File: config.mk
export PLATFORM = sky130hd
export DESIGN_NAME = sys_tick_timer
export DESIGN_NICKNAME = d
export VERILOG_FILES = /design/src/rtl/systick_pkg.sv /design/src/rtl/systick_ref_sync.sv /design/src/rtl/systick_counter.sv /design/src/rtl/systick_regs.sv /design/src/rtl/sys_tick_timer.sv
export SDC_FILE = /design/constraint.sdc
export NUM_CORES = 1
export LEC_CHECK = 0
export BUFFER_PORTS_ARGS = -buffer_cell sky130_fd_sc_hd__buf_2
export CELL_PAD_IN_SITES_DETAIL_PLACEMENT = 1
export CELL_PAD_IN_SITES_GLOBAL_PLACEMENT = 1
export CORE_ASPECT_RATIO = 1.4
export CORE_UTILIZATION = 42
export CTS_BUF_LIST = sky130_fd_sc_hd__clkbuf_4 sky130_fd_sc_hd__clkbuf_8 sky130_fd_sc_hd__clkbuf_16
export DETAILED_ROUTE_END_ITERATION = 6
export PLACE_DENSITY_LB_ADDON = 0.1
export SKIP_CTS_REPAIR_TIMING = 1
export SYNTH_ARGS = -nofsm -noshare
export SYNTH_HDL_FRONTEND = slang
export SYNTH_SLANG_ARGS = --single-unit
File: constraint.sdc
create_clock -name clk -period 7.91 [get_ports clk]
set_input_delay 0.791 -clock clk [delete_from_list [all_inputs] [get_ports clk]]
set_output_delay 0.791 -clock clk [all_outputs]
set_load 0.02 [all_outputs]
File: src/rtl/systick_pkg.sv
package systick_pkg;
  localparam int unsigned REG_W = 32;

  // word indices on the register port
  localparam logic [1:0] W_CTRL   = 2'd0;
  localparam logic [1:0] W_RELOAD = 2'd1;
  localparam logic [1:0] W_CUR    = 2'd2;
  localparam logic [1:0] W_CALIB  = 2'd3;

  // control word bit positions
  localparam int unsigned C_EN    = 0;
  localparam int unsigned C_INTEN = 1;
  localparam int unsigned C_SRC   = 2;
  localparam int unsigned C_FLAG  = 16;

  // calibration word bit positions
  localparam int unsigned K_NOREF = 31;
  localparam int unsigned K_SKEW  = 30;
endpackage

File: src/rtl/systick_ref_sync.sv
module systick_ref_sync #(
  parameter int unsigned STAGES = 2
) (
  input  logic clk,
  input  logic rst_n,
  input  logic ref_async,
  output logic ref_rise
);
  localparam int unsigned CHAIN = STAGES + 1;

  logic [CHAIN-1:0] chain_q;

  genvar g;
  generate
    for (g = 0; g < CHAIN; g++) begin : g_stage
      if (g == 0) begin : g_first
        always_ff @(posedge clk) begin
          if (!rst_n) chain_q[g] <= 1'b0;
          else        chain_q[g] <= ref_async;
        end
      end else begin : g_next
        always_ff @(posedge clk) begin
          if (!rst_n) chain_q[g] <= 1'b0;
          else        chain_q[g] <= chain_q[g-1];
        end
      end
    end
  endgenerate

  // edge is detected between the last synchronizer stage and one extra history flop
  assign ref_rise = chain_q[STAGES-1] & ~chain_q[STAGES];

  AST_REF_SINGLE_PULSE: assert property (@(posedge clk) disable iff (!rst_n)
    ref_rise |=> !ref_rise);
endmodule

File: src/rtl/systick_counter.sv
module systick_counter #(
  parameter int unsigned CNT_W = 24
) (
  input  logic             clk,
  input  logic             rst_n,
  input  logic             tick,
  input  logic             clear,
  input  logic [CNT_W-1:0] reload,
  output logic [CNT_W-1:0] count,
  output logic             wrap
);
  localparam logic [CNT_W-1:0] ONE = {{(CNT_W-1){1'b0}}, 1'b1};

  logic [CNT_W-1:0] cnt_q;
  logic             at_zero;

  assign at_zero = (cnt_q == '0);

  always_ff @(posedge clk) begin
    if (!rst_n)       cnt_q <= '0;
    else if (clear)   cnt_q <= '0;
    else if (tick)    cnt_q <= at_zero ? reload : cnt_q - ONE;
  end

  // clear has priority over a tick, so no wrap event can coincide with it
  assign wrap  = tick & ~clear & (cnt_q == ONE);
  assign count = cnt_q;

  AST_CLEAR_ZERO: assert property (@(posedge clk) disable iff (!rst_n)
    clear |=> (count == '0));
  AST_DECREMENT: assert property (@(posedge clk) disable iff (!rst_n)
    (tick && !clear && count != '0) |=> (count == $past(count) - ONE));
  AST_ZERO_RELOAD: assert property (@(posedge clk) disable iff (!rst_n)
    (tick && !clear && count == '0) |=> (count == $past(reload)));
  AST_HOLD_IDLE: assert property (@(posedge clk) disable iff (!rst_n)
    (!tick && !clear) |=> $stable(count));
endmodule

File: src/rtl/systick_regs.sv
module systick_regs
  import systick_pkg::*;
#(
  parameter int unsigned CNT_W   = 24,
  parameter logic [23:0] TENMS   = 24'd0,
  parameter bit          NOREF   = 1'b0,
  parameter bit          SKEW    = 1'b0
) (
  input  logic             clk,
  input  logic             rst_n,
  input  logic             reg_en,
  input  logic             reg_we,
  input  logic [1:0]       reg_word,
  input  logic [REG_W-1:0] reg_wdata,
  output logic [REG_W-1:0] reg_rdata,
  input  logic [CNT_W-1:0] count,
  input  logic             wrap,
  output logic             cfg_en,
  output logic             cfg_src,
  output logic [CNT_W-1:0] cfg_reload,
  output logic             clear,
  output logic             irq
);
  localparam int unsigned PAD = REG_W - CNT_W;

  logic wr_acc, rd_acc;
  logic en_q, inten_q, src_q, flag_q, irq_q;
  logic [CNT_W-1:0] reload_q;
  logic [REG_W-1:0] ctrl_word, calib_word;

  assign wr_acc = reg_en & reg_we;
  assign rd_acc = reg_en & ~reg_we;
  assign clear  = wr_acc & (reg_word == W_CUR);

  always_ff @(posedge clk) begin
    if (!rst_n) begin
      en_q    <= 1'b0;
      inten_q <= 1'b0;
      src_q   <= 1'b0;
    end else if (wr_acc && reg_word == W_CTRL) begin
      en_q    <= reg_wdata[C_EN];
      inten_q <= reg_wdata[C_INTEN];
      src_q   <= reg_wdata[C_SRC];
    end
  end

  always_ff @(posedge clk) begin
    if (!rst_n)                                reload_q <= '0;
    else if (wr_acc && reg_word == W_RELOAD)   reload_q <= reg_wdata[CNT_W-1:0];
  end

  // a wrap in the same cycle as a clearing access wins, so no event is lost
  always_ff @(posedge clk) begin
    if (!rst_n)                                          flag_q <= 1'b0;
    else if (wrap)                                       flag_q <= 1'b1;
    else if ((rd_acc && reg_word == W_CTRL) || clear)    flag_q <= 1'b0;
  end

  always_ff @(posedge clk) begin
    if (!rst_n) irq_q <= 1'b0;
    else        irq_q <= wrap & inten_q;
  end

  always_comb begin
    ctrl_word          = '0;
    ctrl_word[C_EN]    = en_q;
    ctrl_word[C_INTEN] = inten_q;
    ctrl_word[C_SRC]   = src_q;
    ctrl_word[C_FLAG]  = flag_q;
  end

  always_comb begin
    calib_word          = '0;
    calib_word[23:0]    = TENMS;
    calib_word[K_SKEW]  = SKEW;
    calib_word[K_NOREF] = NOREF;
  end

  always_comb begin
    unique case (reg_word)
      W_CTRL:   reg_rdata = ctrl_word;
      W_RELOAD: reg_rdata = {{PAD{1'b0}}, reload_q};
      W_CUR:    reg_rdata = {{PAD{1'b0}}, count};
      default:  reg_rdata = calib_word;
    endcase
  end

  assign cfg_en     = en_q;
  assign cfg_src    = src_q;
  assign cfg_reload = reload_q;
  assign irq        = irq_q;

  AST_FLAG_ON_WRAP: assert property (@(posedge clk) disable iff (!rst_n)
    wrap |=> flag_q);
  AST_IRQ_ONE_CYCLE: assert property (@(posedge clk) disable iff (!rst_n)
    irq |=> !irq);
  AST_IRQ_NEEDS_WRAP: assert property (@(posedge clk) disable iff (!rst_n)
    $rose(irq) |-> $past(wrap));
endmodule

File: src/rtl/sys_tick_timer.sv
module sys_tick_timer
  import systick_pkg::*;
#(
  parameter int unsigned CNT_W       = 24,
  parameter int unsigned SYNC_STAGES = 2,
  parameter logic [23:0] TENMS       = 24'd0,
  parameter bit          NOREF       = 1'b0,
  parameter bit          SKEW        = 1'b0
) (
  input  logic        clk,
  input  logic        rst_n,
  input  logic        ref_clk,
  input  logic        reg_en,
  input  logic        reg_we,
  input  logic [1:0]  reg_word,
  input  logic [31:0] reg_wdata,
  output logic [31:0] reg_rdata,
  output logic        irq
);
  logic             ref_rise, tick, clear, wrap, cfg_en, cfg_src;
  logic [CNT_W-1:0] cfg_reload, count;

  systick_ref_sync #(.STAGES(SYNC_STAGES)) u_sync (
    .clk       (clk),
    .rst_n     (rst_n),
    .ref_async (ref_clk),
    .ref_rise  (ref_rise)
  );

  assign tick = cfg_en & (cfg_src | ref_rise);

  systick_counter #(.CNT_W(CNT_W)) u_cnt (
    .clk    (clk),
    .rst_n  (rst_n),
    .tick   (tick),
    .clear  (clear),
    .reload (cfg_reload),
    .count  (count),
    .wrap   (wrap)
  );

  systick_regs #(
    .CNT_W (CNT_W),
    .TENMS (TENMS),
    .NOREF (NOREF),
    .SKEW  (SKEW)
  ) u_regs (
    .clk        (clk),
    .rst_n      (rst_n),
    .reg_en     (reg_en),
    .reg_we     (reg_we),
    .reg_word   (reg_word),
    .reg_wdata  (reg_wdata),
    .reg_rdata  (reg_rdata),
    .count      (count),
    .wrap       (wrap),
    .cfg_en     (cfg_en),
    .cfg_src    (cfg_src),
    .cfg_reload (cfg_reload),
    .clear      (clear),
    .irq        (irq)
  );

  AST_UPPER_ZERO: assert property (@(posedge clk) disable iff (!rst_n)
    (reg_word == W_RELOAD || reg_word == W_CUR) |-> (reg_rdata[31:CNT_W] == '0));
endmodule

==> flow_metrics.tcl, run 1 <==
set metrics [dict create \
    status "finished clean" \
    setup_tns_ns 0 \
    yosysSeqAreaShare_pct 36.62 \
    period_share_pct 39.85 \
    drt-vias-per-instance 5.720 \
    area_delta_synth_final_pct 11.16 \
    coreArea_um2 7027 \
    die_width_um 74.16 \
    synth_warnings 0 \
    dp_hpwl_mm 6.040 \
    htreeDepth 2 \
    arrival_ns 2.36 \
    die-height_um 103.0 \
    fillers 933 \
    grt_pass1_vias 2984 \
    critPathMaxStageDelay_ns 0.94 \
    route.detailed.drc 0 \
    p_leak_nw 1.337 \
    grt_overflow_total 0 \
    place.gp.congestion 0.8228 \
    insertedDiodeCount 0 \
    syn_avg_cell_area_um2 7.830 \
    worstHoldPathType "reg2reg" \
    grt_antenna_before_repair 0 \
    layout-drive-gt1-share_pct 18.50 \
    finalMaxSlewViolations 0 \
    std_cell_rows 36 \
    ys_ff_latch 56 \
    synth.largest_area_cell "dfxtp_1" \
    clock.fmax_ghz 0.3172 \
    rsz0062_at_grt "no" \
    synth_area_um2 3062 \
    tightestPinTransition_ns 1.159 \
    antenna_left 0 \
    grtUsageTotal_pct 23.43 \
    final_nets 471 \
    period_needed_ns 3.152 \
    hold_viol 0 \
    dieArea_um2 7640 \
    grt_use_met3_pct 3.519 \
    critPathMaxFanout 26 \
    ys.flop_type "dfxtp_1" \
    num_vias 2986 \
    yosys.cell_types.count 53 \
    worstSetupPathType "in2out" \
    cts_tree "built" \
    wl_per_cell_um 16.43 \
    clk_latency_ns 0.31 \
    drt_iter0_markers 100 \
    holdWs_ns 0.4420 \
    max-vdd-ir-drop_v 0.0001131 \
    required_ns 7.12 \
    top_usage_layer "met2" \
    path_cells "buf_2 > nor2b_2 > nand2_1 > o21ai_0 > buf_2" \
    cap_violations 0 \
    met2_usage_pct 44.48 \
    ctsRootBufferMaster "clkbuf_8" \
    start_util_pct 43.57 \
    path_common_cell "buf_2" \
    netlist.area_leader.share_pct 36.62 \
    async_flop_share_pct 0 \
    totalPowerFinal_mw 0.4929 \
    drt-total-wl_mm 8.577 \
    worst_setup_path_end_kind "primary output" \
    slowest_stage "nor2b_2" \
    clock_skew_ns 0.01166 \
    cts_sinks 56 \
    clk_pin_slew_worst_paths_ns 0.08 \
    ios 72 \
    postSynthCellCount 391 \
    synth_edf_count 0 \
    cts_buffers 5 \
    drt_first_pass_iters 4 \
    gr-usage-met1_pct 26.29 \
    port_buffers 55 \
    synth.area.top_cells "dfxtp_1, nand2_1, a21oi_1" \
    cts_buffer_depth 2 \
    cp-start-kind "input port" \
    slew_headroom_pct 22.39 \
    grt_start_max_net_pins 39 \
    grt_pass1_wl_mm 13.90 \
    power.density_nw_per_um2 144.8 \
    finalSetupViolations 0 \
]
-- registers in the layout, summed over array words and instances (netlist names) --
register / cells
u_cnt.count: 24
u_regs.inten_q: 1
u_regs.cfg_reload: 24
u_regs.flag_q: 1
u_regs.cfg_en: 1
u_sync.chain_q: 3
u_regs.irq: 1
u_regs.cfg_src: 1
-- logic make-up (layout without fill, tap and decap cells) --
| group | count (synthesis) | after routing | synth area share (%) |
|---|---|---|---|
| simple gates | 145 | 145 | 22.27 |
| buf+inv | 47 | 76 | 7.806 |
| other cells | 1 | 8 | 0.1225 |
| xor+xnor | 1 | 1 | 0.2861 |
| flops | 56 | 56 | 36.62 |
| mux | 12 | 12 | 4.291 |
| compound gates | 126 | 126 | 27.38 |
| fa+ha+maj | 3 | 3 | 1.226 |
-- path summary, 6_finish.rpt --
| path | to | startpoint | slack [ns] | cells after the start |
|---|---|---|---|---|
| worst max register to register | u_cnt.count[2] | u_cnt.count[15] | 4.84 | 5 |
| worst min register to register | u_sync.chain_q[1] | u_sync.chain_q[0] | 0.44 | 1 |
| worst max-delay path | reg_rdata[1] | reg_word[1] | 4.76 | 5 |
| worst min-delay path | u_sync.chain_q[1] | u_sync.chain_q[0] | 0.44 | 1 |
-- through the flow --
| stage | worst slack, ns | utilization, % | instances | area [µm²] |
|---|---|---|---|---|
| 3_3_place_gp | 4.737 | 47.45 | 517 | 3334 |
| 3_5_place_dp | 4.746 | 47.45 | 517 | 3334 |
| 2_1_floorplan | 5.192 | - | 398 | 3088 |
| 4_1_cts | 4.731 | 48.43 | 522 | 3403 |
| 5_1_grt | 4.593 | 48.43 | 522 | 3403 |
| 6_report | 4.758 | 48.43 | 522 | 3403 |
-- Yosys cell counts (6+ instances only) --
master	n
nand2_1	71
dfxtp_1	56
a21oi_1	41
clkbuf_1	23
a22o_1	20
nor2_1	20
o21ai_0	18
o31ai_1	11
inv_1	10
mux2i_1	9
buf_4	8
nor3_1	8
o21a_1	8
nand3_1	7
nor4_1	7
nand4_1	6
-- report_power, final --
group | switching [mW] | leakage, nW | internal, mW
logic | 0.0375 | 0.849 | 0.0194
clock network | 0.0896 | 0.0359 | 0.0575
registers | 0.00322 | 0.453 | 0.286
-- per-layer routing --
| layer | wire length, µm | share of wire, % |
|---|---|---|
| met1 | 3611 | 42 |
| met2 | 4694 | 55 |
| met3 | 173 | 2.0 |
| met4 | 97 | 1.1 |
| met5 | 0 | 0 |
-- placed cells by master, fill, tap and decap left out, drive strengths merged, types with 2 or more instances in the layout --
cell     instances
mux2i            9
or2              3
ha               3
o2bb2ai          3
nor2            20
nor2b            5
o21ai           19
inv             10
dfxtp           56
o22ai            5
a221oi           2
o31ai           11
and2             4
mux2             3
or4              3
o41ai            2
clkbuf           5
nand3            7
or3              2
o311ai           2
and3             5
nand4            6
nand2           71
a31oi            2
a22o            20
nor3             9
a21oi           41
conb             8
nor4             7
o21a             8
nor3b            2
buf             61
-- layout make-up --
cell class	count	area, µm²	area share (%)
flip-flops and latches	56	1121	32.94
clock buffers	5	68.82	2.022
multi-input cells	295	1737	51.03
inverters	10	37.54	1.103
repair buffers	61	320.3	9.412
well taps	95	118.9	3.493
-- worst max-delay path: cells and delay by family --
family                 cells  cell delay, ns
AND/OR/NAND/NOR            2            1.07
buffers and inverters      2            0.36
AO/OA/AOI/OAI              1            0.13
No activity file was read; power rests on OpenSTA's default activity.
==> run 2: changes to the inputs <==
--- a/config.mk
+++ b/config.mk
@@ -5,11 +5,12 @@
 export SDC_FILE = /design/constraint.sdc
 export NUM_CORES = 1
 export LEC_CHECK = 0
+export ABC_AREA = 1
 export BUFFER_PORTS_ARGS = -buffer_cell sky130_fd_sc_hd__buf_2
 export CELL_PAD_IN_SITES_DETAIL_PLACEMENT = 1
 export CELL_PAD_IN_SITES_GLOBAL_PLACEMENT = 1
 export CORE_ASPECT_RATIO = 1.4
-export CORE_UTILIZATION = 42
+export CORE_UTILIZATION = 34
 export CTS_BUF_LIST = sky130_fd_sc_hd__clkbuf_4 sky130_fd_sc_hd__clkbuf_8 sky130_fd_sc_hd__clkbuf_16
 export DETAILED_ROUTE_END_ITERATION = 6
 export PLACE_DENSITY_LB_ADDON = 0.1
==> constraint.sdc (replaced) <==
create_clock -name clk -period 2.6 [get_ports clk]
set_input_delay 0.26 -clock clk [delete_from_list [all_inputs] [get_ports clk]]
set_output_delay 0.26 -clock clk [all_outputs]
set_load 0.02 [all_outputs]
==> flow_metrics.tcl, run 2 <==
set metrics [dict create \
    status "finished clean" \
    path_common_cell "nand2_1" \
    synth.largest_area_cell "dfxtp_1" \
    power.density_nw_per_um2 501.5 \
    die_width_um 84.74 \
    worst_setup_path_end_kind "flip-flop" \
    critPathMaxStageDelay_ns 0.51 \
    area_delta_synth_final_pct 15.51 \
    grt_start_max_net_pins 32 \
    layout_commonest_cell "nand2_1" \
    reg2reg_from "u_cnt.count[0]" \
    route.detailed.drc 0 \
    slew_headroom_pct 57.18 \
    finalMaxSlewViolations 0 \
    setup_slack_ns 0.6763 \
    synthSimpleGateAreaFrac_pct 33.14 \
    synth.area.mux_share_pct 0 \
    synth_edf_count 0 \
    std_cell_rows 41 \
    synth_warnings 0 \
    yosysSeqAreaShare_pct 34.41 \
    cts_buffers 5 \
    slowest_stage "nor2_1" \
    htreeDepth 2 \
    cts_buffer_depth 2 \
    place.gp.congestion 0.8173 \
    holdWs_ns 0.1452 \
    drt_first_pass_iters 6 \
    setup_tns_ns 0 \
    clk_latency_ns 0.30 \
    synth_top_family_by_area "simple AND/OR/NAND/NOR gates" \
    drt-vias-per-instance 5.134 \
    ys.flop_type "dfxtp_1" \
    cap_violations 0 \
    cp-start-kind "flip-flop" \
    required_ns 2.77 \
    ios 72 \
    grt_pass1_wl_mm 17.22 \
    grt_antenna_before_repair 0 \
    die-height_um 117.8 \
    synth_fa_ha_area_share_pct 1.152 \
    clock.fmax_ghz 0.5198 \
    synth_compound_area_share_pct 17.93 \
    grt_overflow_total 0 \
    grt_pass1_vias 3520 \
    synth_area_um2 3258 \
    postSynthCellCount 521 \
    synth.area.top_cells "dfxtp_1, nand2_1, nor2_1" \
    clk_pin_slew_worst_paths_ns 0.08 \
    drt-total-wl_mm 10.22 \
    cts_sinks 56 \
    mostFrequentLayoutCells "nand2_1, nor2_1, inv_1, dfxtp_1, buf_2" \
    path_cells "inv_1 > ha_1 > nand2_1 > nor2_1 > nand3_1 > nand2_1 > nand3_1 > nand2_1 > a21oi_1" \
    yosys.cell_types.count 32 \
    finalSetupViolations 0 \
    synth.most_common_cell "nand2_1" \
    fin_area_um2 3764 \
    period_share_pct 73.99 \
    layout-drive-gt1-share_pct 15.06 \
    port_buffers 55 \
    clock_skew_ns 0.009015 \
    rsz0062_at_grt "no" \
    worstHoldPathType "in2reg" \
    num_vias 3481 \
    insertedDiodeCount 0 \
    fillers 1253 \
    worstSetupPathType "reg2reg" \
    syn_avg_cell_area_um2 6.254 \
    antenna_left 0 \
    crit_path_start "u_cnt.count[0]" \
    ctsRootBufferMaster "clkbuf_16" \
    start_util_pct 35.48 \
    arrival_ns 2.10 \
    synth_common_cells "nand2_1, nor2_1, inv_1, dfxtp_1, o21ai_0" \
    hold_viol 0 \
    p_leak_nw 1.807 \
    post-place-ws_ns 0.6628 \
    min_from "ref_clk" \
    placed_area_um2 3591 \
    cts_tree "built" \
    synth_xor_area_share_pct 0.5376 \
    period_needed_ns 1.924 \
    drt_iter0_markers 108 \
    netlist.area_leader.share_pct 34.41 \
    ys_ff_latch 56 \
    tightestPinTransition_ns 0.6383 \
    dp_hpwl_mm 7.634 \
    critPathMaxFanout 7 \
    final_nets 612 \
    wl_per_cell_um 15.07 \
    dieArea_um2 9984 \
    max-vdd-ir-drop_v 0.0002535 \
    async_flop_share_pct 0 \
    grtUsageTotal_pct 21.73 \
    coreArea_um2 9183 \
]
==> run 2: cell types whose count changed after synthesis, sizes merged, moves of 9 or more <==
cell,before,now
mux2i,9,0
clkbuf,23,13
a22o,20,0
nand3,7,41
nor2,20,86
o31ai,11,1
o21ai,19,50
nand2,71,126
inv,10,59
==> run 2: final timing paths <==
check / end / slack [ns] / cells after the start
worst max-delay path: u_cnt.count[18] / 0.68 / 9
worst min-delay path: u_sync.chain_q[0] / 0.15 / 3
worst max register to register: u_cnt.count[18] / 0.68 / 9
worst min register to register: u_sync.chain_q[1] / 0.43 / 2
==> run 2: power by group <==
| group | switching (mW) | internal (mW) |
|---|---|---|
| clock | 0.336 | 0.459 |
| combinational | 0.143 | 0.0654 |
| sequential | 0.00990 | 0.874 |
==> run 2: through the flow <==
step | util [%] | total power, mW | std cells
after floorplan | - | 1.053 | 528
after global placement | 39.11 | 1.109 | 670
after detailed placement | 39.11 | 1.113 | 670
after CTS | 40.99 | 1.916 | 678
after global routing | 40.99 | 1.975 | 678
final | 40.99 | 1.888 | 678
==> run 2: cells by family (layout without fill, tap and decap cells) <==
family	Yosys count	after routing
simple gates	262	262
other cells	1	8
flops	56	56
fa+ha+maj	3	3
xor+xnor	2	2
compound gates	106	106
buf+inv	91	134
==> run 2: per-layer routing <==
| layer | wire length (µm) | GRT usage [%] | part of all wire (%) |
|---|---|---|---|
| met5 | 0 | 0 | 0 |
| met4 | 127 | 5.403 | 1.2 |
| met3 | 273 | 2.314 | 2.7 |
| met2 | 5052 | 38.62 | 49 |
| met1 | 4764 | 27.78 | 47 |
==> run 2: final cells by class <==
type | count | area (µm²) | area share [%]
Multi-Input combinational cell | 381 | 1753 | 46.58
Sequential cell | 56 | 1121 | 29.79
Timing Repair Buffer | 66 | 357.8 | 9.508
Inverter | 60 | 225.2 | 5.984
Tap cell | 107 | 133.9 | 3.557
Clock buffer | 5 | 125.1 | 3.324
Clock inverter | 3 | 47.55 | 1.263
==> run 2: critical path: cells and delay by family (launching register included) <==
family,cells,cell delay [ns]
and+or+nand+nor,6,1.02
DFF,1,0.33
adders and majority gates,1,0.23
buffers and inverters,1,0.14
AOI/OAI and AO/OA,1,0.06
